[src/rtl/ruleMonPkg.sv]
`timescale 1ns/1ps
package ruleMonPkg;
  localparam int TRANS_W = 2;
  localparam int BURST_W = 3;
  localparam int SIZE_W  = 3;
  localparam int PROT_W  = 4;
  // enough bits to hold 2^(2^SIZE_W - 1)
  localparam int BYTES_W = 2 ** SIZE_W;

  localparam logic [TRANS_W-1:0] TR_IDLE   = 2'b00;
  localparam logic [TRANS_W-1:0] TR_BUSY   = 2'b01;
  localparam logic [TRANS_W-1:0] TR_NONSEQ = 2'b10;
  localparam logic [TRANS_W-1:0] TR_SEQ    = 2'b11;

  localparam logic [BURST_W-1:0] BU_SINGLE = 3'b000;
  localparam logic [BURST_W-1:0] BU_INCR   = 3'b001;

  // rule bit positions in the violation mask
  localparam int RL_BURST  = 0;
  localparam int RL_BUSY   = 1;
  localparam int RL_LENGTH = 2;
  localparam int RL_CROSS  = 3;
  localparam int RL_SIZE   = 4;
  localparam int RL_NARROW = 5;
  localparam int RL_PROT   = 6;
  localparam int RL_ALIGN  = 7;
  localparam int RL_ORDER  = 8;
  localparam int RULE_N    = 9;

  // strobes from burst tracking to the rule datapath
  typedef struct packed {
    logic accept;
    logic isSeq;
    logic seqOrphan;
    logic seqAddrBad;
    logic overBeats;
    logic overBytes;
  } ctrlStrobe_t;

  function automatic logic [BYTES_W-1:0] sizeBytes(input logic [SIZE_W-1:0] sz);
    return BYTES_W'(1) << sz;
  endfunction
endpackage

[src/rtl/ruleCtrl.sv]
`timescale 1ns/1ps
module ruleCtrl
  import ruleMonPkg::*;
#(
  parameter int ADDR_W    = 32,
  parameter int MAX_BEATS = 2,
  parameter int MAX_BYTES = 8
) (
  input  logic               clk,
  input  logic               rstN,
  input  logic [TRANS_W-1:0] transType,
  input  logic [BURST_W-1:0] burstType,
  input  logic [SIZE_W-1:0]  sizeCode,
  input  logic [ADDR_W-1:0]  addr,
  input  logic               readyIn,
  output ctrlStrobe_t        strb
);
  localparam int CNT_W = $clog2(MAX_BEATS + 1);
  localparam int TOT_W = BYTES_W + $clog2(MAX_BYTES + 2) + 1;
  localparam logic [TOT_W-1:0] TOT_CAP = TOT_W'(MAX_BYTES + 1);

  typedef enum logic {PH_OPEN, PH_BURST} phase_t;

  phase_t             phase, phaseNext;
  logic [CNT_W-1:0]   beatCnt, beatNext;
  logic [TOT_W-1:0]   byteTot, totNext, totSum;
  logic [ADDR_W-1:0]  expAddr, expNext;
  logic [BYTES_W-1:0] beatBytes;
  logic               accept, seqBeat, idleBeat;

  always_comb begin
    beatBytes = sizeBytes(sizeCode);
    accept    = readyIn && (transType == TR_NONSEQ || transType == TR_SEQ);
    seqBeat   = accept && (transType == TR_SEQ);
    idleBeat  = readyIn && (transType == TR_IDLE);
    totSum    = (seqBeat ? byteTot : '0) + TOT_W'(beatBytes);
  end

  always_comb begin
    strb            = '0;
    strb.accept     = accept;
    strb.isSeq      = seqBeat;
    strb.seqOrphan  = seqBeat && (phase != PH_BURST);
    strb.seqAddrBad = seqBeat && (phase == PH_BURST) && (addr != expAddr);
    strb.overBeats  = seqBeat && (beatCnt >= CNT_W'(MAX_BEATS));
    strb.overBytes  = accept && (totSum > TOT_W'(MAX_BYTES));
  end

  always_comb begin
    phaseNext = phase;
    beatNext  = beatCnt;
    totNext   = byteTot;
    expNext   = expAddr;
    if (accept) begin
      expNext = addr + ADDR_W'(beatBytes);
      totNext = (totSum > TOT_CAP) ? TOT_CAP : totSum;
      if (seqBeat) begin
        if (beatCnt < CNT_W'(MAX_BEATS)) beatNext = beatCnt + CNT_W'(1);
      end else begin
        beatNext  = CNT_W'(1);
        phaseNext = (burstType == BU_INCR) ? PH_BURST : PH_OPEN;
      end
    end else if (idleBeat) begin
      phaseNext = PH_OPEN;
    end
  end

  always_ff @(posedge clk or negedge rstN) begin
    if (!rstN) begin
      phase   <= PH_OPEN;
      beatCnt <= '0;
      byteTot <= '0;
      expAddr <= '0;
    end else begin
      phase   <= phaseNext;
      beatCnt <= beatNext;
      byteTot <= totNext;
      expAddr <= expNext;
    end
  end
endmodule

[src/rtl/ruleData.sv]
`timescale 1ns/1ps
module ruleData
  import ruleMonPkg::*;
#(
  parameter int ADDR_W     = 32,
  parameter int MAX_SIZE   = 2,
  parameter int BOUND_LOG2 = 3
) (
  input  logic               clk,
  input  logic               rstN,
  input  logic               clearViol,
  input  logic [TRANS_W-1:0] transType,
  input  logic [BURST_W-1:0] burstType,
  input  logic [SIZE_W-1:0]  sizeCode,
  input  logic [ADDR_W-1:0]  addr,
  input  logic               dataAccess,
  input  logic               lockReq,
  input  logic               devMem,
  input  logic               readyIn,
  input  ctrlStrobe_t        strb,
  output logic [RULE_N-1:0]  violMask,
  output logic               errFlag
);
  localparam int OFF_W = BYTES_W + BOUND_LOG2 + 1;
  localparam logic [OFF_W-1:0] SPAN = OFF_W'(1) << BOUND_LOG2;

  logic [RULE_N-1:0]  hit;
  logic [BYTES_W-1:0] beatBytes;
  logic [OFF_W-1:0]   offSum;
  logic               misAligned;

  always_comb begin
    beatBytes  = sizeBytes(sizeCode);
    offSum     = OFF_W'(addr[BOUND_LOG2-1:0]) + OFF_W'(beatBytes);
    misAligned = 1'b0;
    for (int i = 0; i < ADDR_W; i++) begin
      if (i < int'(sizeCode)) misAligned = misAligned | addr[i];
    end
  end

  always_comb begin
    hit            = '0;
    hit[RL_BURST]  = strb.accept && !(burstType == BU_SINGLE || burstType == BU_INCR);
    hit[RL_BUSY]   = readyIn && (transType == TR_BUSY);
    hit[RL_LENGTH] = strb.overBeats || strb.overBytes;
    hit[RL_CROSS]  = strb.accept && (offSum > SPAN);
    hit[RL_SIZE]   = strb.accept && (sizeCode > SIZE_W'(MAX_SIZE));
    hit[RL_NARROW] = strb.isSeq && (sizeCode < SIZE_W'(MAX_SIZE));
    hit[RL_PROT]   = strb.accept && !dataAccess;
    hit[RL_ALIGN]  = strb.accept && (devMem || lockReq) && misAligned;
    hit[RL_ORDER]  = strb.seqOrphan || strb.seqAddrBad;
  end

  for (genvar g = 0; g < RULE_N; g++) begin : g_sticky
    always_ff @(posedge clk or negedge rstN) begin
      if (!rstN)          violMask[g] <= 1'b0;
      else if (clearViol) violMask[g] <= hit[g];
      else if (hit[g])    violMask[g] <= 1'b1;
    end
  end

  always_ff @(posedge clk or negedge rstN) begin
    if (!rstN)          errFlag <= 1'b0;
    else if (clearViol) errFlag <= |hit;
    else if (|hit)      errFlag <= 1'b1;
  end
endmodule

[src/rtl/busRuleMon.sv]
`timescale 1ns/1ps
module busRuleMon
  import ruleMonPkg::*;
#(
  parameter int ADDR_W     = 32,
  parameter int MAX_BEATS  = 2,
  parameter int MAX_BYTES  = 8,
  parameter int MAX_SIZE   = 2,
  parameter int BOUND_LOG2 = 3
) (
  input  logic               clk,
  input  logic               rstN,
  input  logic               clearViol,
  input  logic [TRANS_W-1:0] transType,
  input  logic [BURST_W-1:0] burstType,
  input  logic [SIZE_W-1:0]  sizeCode,
  input  logic [ADDR_W-1:0]  addr,
  input  logic [PROT_W-1:0]  protBits,
  input  logic               lockReq,
  input  logic               devMem,
  input  logic               readyIn,
  output logic [RULE_N-1:0]  violMask,
  output logic               errFlag
);
  ctrlStrobe_t strb;
  logic        unusedProtHi;

  assign unusedProtHi = ^protBits[PROT_W-1:1];

  ruleCtrl #(
    .ADDR_W(ADDR_W), .MAX_BEATS(MAX_BEATS), .MAX_BYTES(MAX_BYTES)
  ) uCtrl (
    .clk(clk), .rstN(rstN), .transType(transType), .burstType(burstType),
    .sizeCode(sizeCode), .addr(addr), .readyIn(readyIn), .strb(strb)
  );

  ruleData #(
    .ADDR_W(ADDR_W), .MAX_SIZE(MAX_SIZE), .BOUND_LOG2(BOUND_LOG2)
  ) uData (
    .clk(clk), .rstN(rstN), .clearViol(clearViol), .transType(transType),
    .burstType(burstType), .sizeCode(sizeCode), .addr(addr),
    .dataAccess(protBits[0]), .lockReq(lockReq), .devMem(devMem),
    .readyIn(readyIn), .strb(strb), .violMask(violMask), .errFlag(errFlag)
  );
endmodule

[config.mk]
export PLATFORM = sky130hd
export DESIGN_NAME = busRuleMon
export DESIGN_NICKNAME = d
export VERILOG_FILES = /design/src/rtl/ruleMonPkg.sv /design/src/rtl/ruleCtrl.sv /design/src/rtl/ruleData.sv /design/src/rtl/busRuleMon.sv
export SDC_FILE = /design/constraint.sdc
export NUM_CORES = 1
export LEC_CHECK = 0
export CAP_MARGIN = 20
export CORE_MARGIN = 2
export CORE_UTILIZATION = 50
export DETAILED_ROUTE_END_ITERATION = 10
export PLACE_DENSITY_LB_ADDON = 0.2
export SYNTH_ARGS = -nofsm -noshare
export SYNTH_HDL_FRONTEND = slang
export SYNTH_SLANG_ARGS = --single-unit
[constraint.sdc]
create_clock -name clk -period 2.5 [get_ports clk]
set_input_delay 0.75 -clock clk [delete_from_list [all_inputs] [get_ports clk]]
set_output_delay 0.75 -clock clk [all_outputs]
set_load 0.01 [all_outputs]
==> metrics <==
Routed wire per std cell 19.5 um; Final Max Slew Viols 0; Boundary Pins 60; Total Power 2880 uW; Iteration-0 DRC Markers about 320; Max-slew headroom approximately 68%; vias in the first global route around 4.6k; DR pass1 iterations 5; Final Cycle Share 113%; number of synthesis warnings 0; CTS tree built; pwr dens ~430 nW/um2; register area share after synthesis between 30% and 40%; # Max-Cap Violations 0; Post-synth EDFFs 0; crit path kind primary input to flip-flop; Mapped Area between 4000 and 5000 um2; Final #Nets 730; Die H 95.6 um; register area between 1000 and 1500 um2; layout cells sized above 1 37.6%; critical path capture point type flip-flop; Leak Pwr about 0.0029 uW; clk_skew about 0.011 ns; CTS Root Cell clkbuf_8; fin crit period 2.82 ns; Worst Path Max Fanout 5; floorplan core area 8180 um2; outcome complete, but fails checks; row count 33; flop-to-flop setup slack around 0.040 ns; Setup Viol. Count Final 30; setup ws final -0.315 ns; Final Hold Fails 0; endpoint arrival time on the critical path approximately 3.0 ns; starting density of the core between 50% and 60%; library cells used by synthesis 59; first-pass GRT wire length 22800 um; Synth Register Bits between 50 and 60; full die area between 9000 and 10000 um2; unrepaired setup endpoints after global routing yes; Die Wd approximately 96 um; I/O Buffers 56; initial antenna violation count 0; DRC Markers 0; crit path launch type primary input; post-cts hold buffer count 0; placed cell areas 5780 um2; worst vdd ir 0.339 mV; crit path launch sizeCode[2]; Post-Layout Cell Count ~770; worst skew pair latency about 0.34 ns; Routed Antenna Nets 0; Clock H-tree levels 3; failing checks negative setup slack; Place WS -1.24 ns; Reg clk slew, reported paths 0.07 ns; ANT cells 0; Worst Tran Pin Value 0.482 ns; Reg2Reg Depth 9; Most used DFF post-synth dfrtp_1; final wirelength 15000 um; Vias/cell ~6.0; Syn Nets around 550; cts bufs inserted 9; worst path required time about 2.7 ns; Bufs on Longest Clock Path 2; Layout Cell Area excl Fill between 6000 and 7000 um2; FF-to-FF End uData.violMask[2]; fillers around 460; clock sink total 58; largest net degree at the start of global routing 53; fmax 355 MHz; Synth async-reset ratio 100%; Core Util, Final around 82%; area grow syn2layout 60.3%; R2R Path Start uCtrl.byteTot[3]; Final GP Congestion 0.891; area of the multi-input gates between 3000 and 4000 um2; min-delay worst type primary input to asynchronous set/reset pin; Avg Cell Area, Syn slightly below 9 um2; GRT Total Usage 33.0%; GRT overflow 0; post-placement cell count about 730; routed via count 4632; Mapped Cells 480; post-DP HPWL about 9600 um
area by class of cell:
cell class,instances,share of cell area [%]
multi-input combinational,381,47.2
timing repair buffer,197,25.4
sequential,58,21.6
tap,105,1.95
clock buffer,9,1.84
clock inverter,7,1.04
inverter,16,0.894
synth_stat cells, drive strengths merged (7+ instances only):
cell	number	area, um2
nand2	42	158
a21oi	22	114
nor2	38	143
a31oi	14	87.6
dfrtp	58	1450
buf	10	61.3
clkbuf	16	60.1
nor4	8	50.1
xnor2	21	184
o31ai	8	60.1
a211oi	10	85.1
and3	7	45.1
or3	8	50.1
nor3	8	40.0
ha	17	213
nand3	13	65.1
inv	16	60.1
xor2	37	324
nand4	7	43.8
and2	19	119
o21ai	40	200
power by group:
part / total, uW / switching, uW / internal, uW
Sequential: 1140 / 86.4 / 1050
Clock: 871 / 414 / 458
Combinational: 870 / 443 / 427
Total: 2880 / 943 / 1930
cell families after synthesis:
family	count (synthesis)	synth area share, %
xor gates and xnor gates	58	12.1
AOI/OAI and AO/OA	139	23.5
DFF	58	34.6
and+or+nand+nor	164	19.8
muxes	1	0.239
adders and majority gates	18	5.31
buffers and inverters	42	4.33
metal layers:
| metal | track usage (%) | part of all wire [%] | vias to the layer above | wire, um |
|---|---|---|---|---|
| met5 | 0 | 0 | - | 0 |
| met4 | 12.1 | 2.9 | 0 | 432 |
| met3 | 6.40 | 6.6 | 42 | 986 |
| met2 | 52.4 | 48 | 216 | 7210 |
| met1 | 44.6 | 43 | 2249 | 6420 |
| li1 | - | - | 2125 | - |
cell usage in the layout (no fill, tap or decap), drive strengths merged, types with 2 or more instances in the layout:
master | Yosys | routed
nor4 | 8 | 8
dfrtp | 58 | 58
o2111a | 2 | 2
a32o | 3 | 3
o2111ai | 2 | 2
a31oi | 14 | 14
nand3 | 13 | 13
nand2b | 2 | 2
a21o | 4 | 4
xnor2 | 21 | 21
and3 | 7 | 8
nor3 | 8 | 8
nand4 | 7 | 7
clkdlybuf4s50 | 0 | 45
o22a | 2 | 2
nand2 | 42 | 42
clkinv | 0 | 5
a2111oi | 6 | 6
a41oi | 3 | 3
or3 | 8 | 8
o2bb2ai | 6 | 6
and2 | 19 | 19
inv | 16 | 16
ha | 17 | 17
o21ai | 40 | 40
a211oi | 10 | 10
o211ai | 4 | 4
o31ai | 8 | 8
o21a | 6 | 6
xor2 | 37 | 37
a21oi | 22 | 22
or4 | 6 | 6
clkbuf | 16 | 10
nor2 | 38 | 38
buf | 10 | 148
critical path, cell delays in order:
cell and delay [ns]:
buf_8 0.10, buf_6 0.12, nor3b_4 0.20, buf_6 0.16, xor2_4 0.17, ha_4 0.16
o211ai_1 0.15, a21oi_2 0.23, o21ai_1 0.11, buf_4 0.18, buf_4 0.15, a211oi_4 0.25
mux2i_1 0.23, o21ai_1 0.08
worst max-delay path by stage:
stage	to	slack, ns	cells after the start
2_1_floorplan	uCtrl.expAddr[21]	-0.63	12
3_3_place_gp	uData.violMask[2]	-1.12	11
3_5_place_dp	uData.violMask[2]	-1.24	10
4_1_cts	uCtrl.expAddr[26]	-0.29	14
5_1_grt	uCtrl.expAddr[24]	-0.40	14
6_report	uCtrl.expAddr[30]	-0.32	14
per-stage QoR:
stage               hold slack (ns)  TNS (ns)
floorplan                     0.444    -15.27
global placement              0.464    -34.51
detailed placement            0.464    -37.28
CTS                           0.232     -6.40
global route                  0.237     -9.76
finish                        0.235     -7.49
state kept, by name, indices dropped and copies added (netlist names):
register and flops:
uCtrl.beatCnt 2, uCtrl.byteTot 13, uCtrl.expAddr 32, uCtrl.phase 1, uData.errFlag 1, uData.violMask 9
what timing repair did:
item | CTS | global route
buffers inserted | 21 | 3
endpoints found under the setup margin | 36 | 31
cloned | 1 | 0
pin swaps | 57 | 43
gates resized for setup | 89 | 59
No activity file was read; power rests on OpenSTA's default activity.
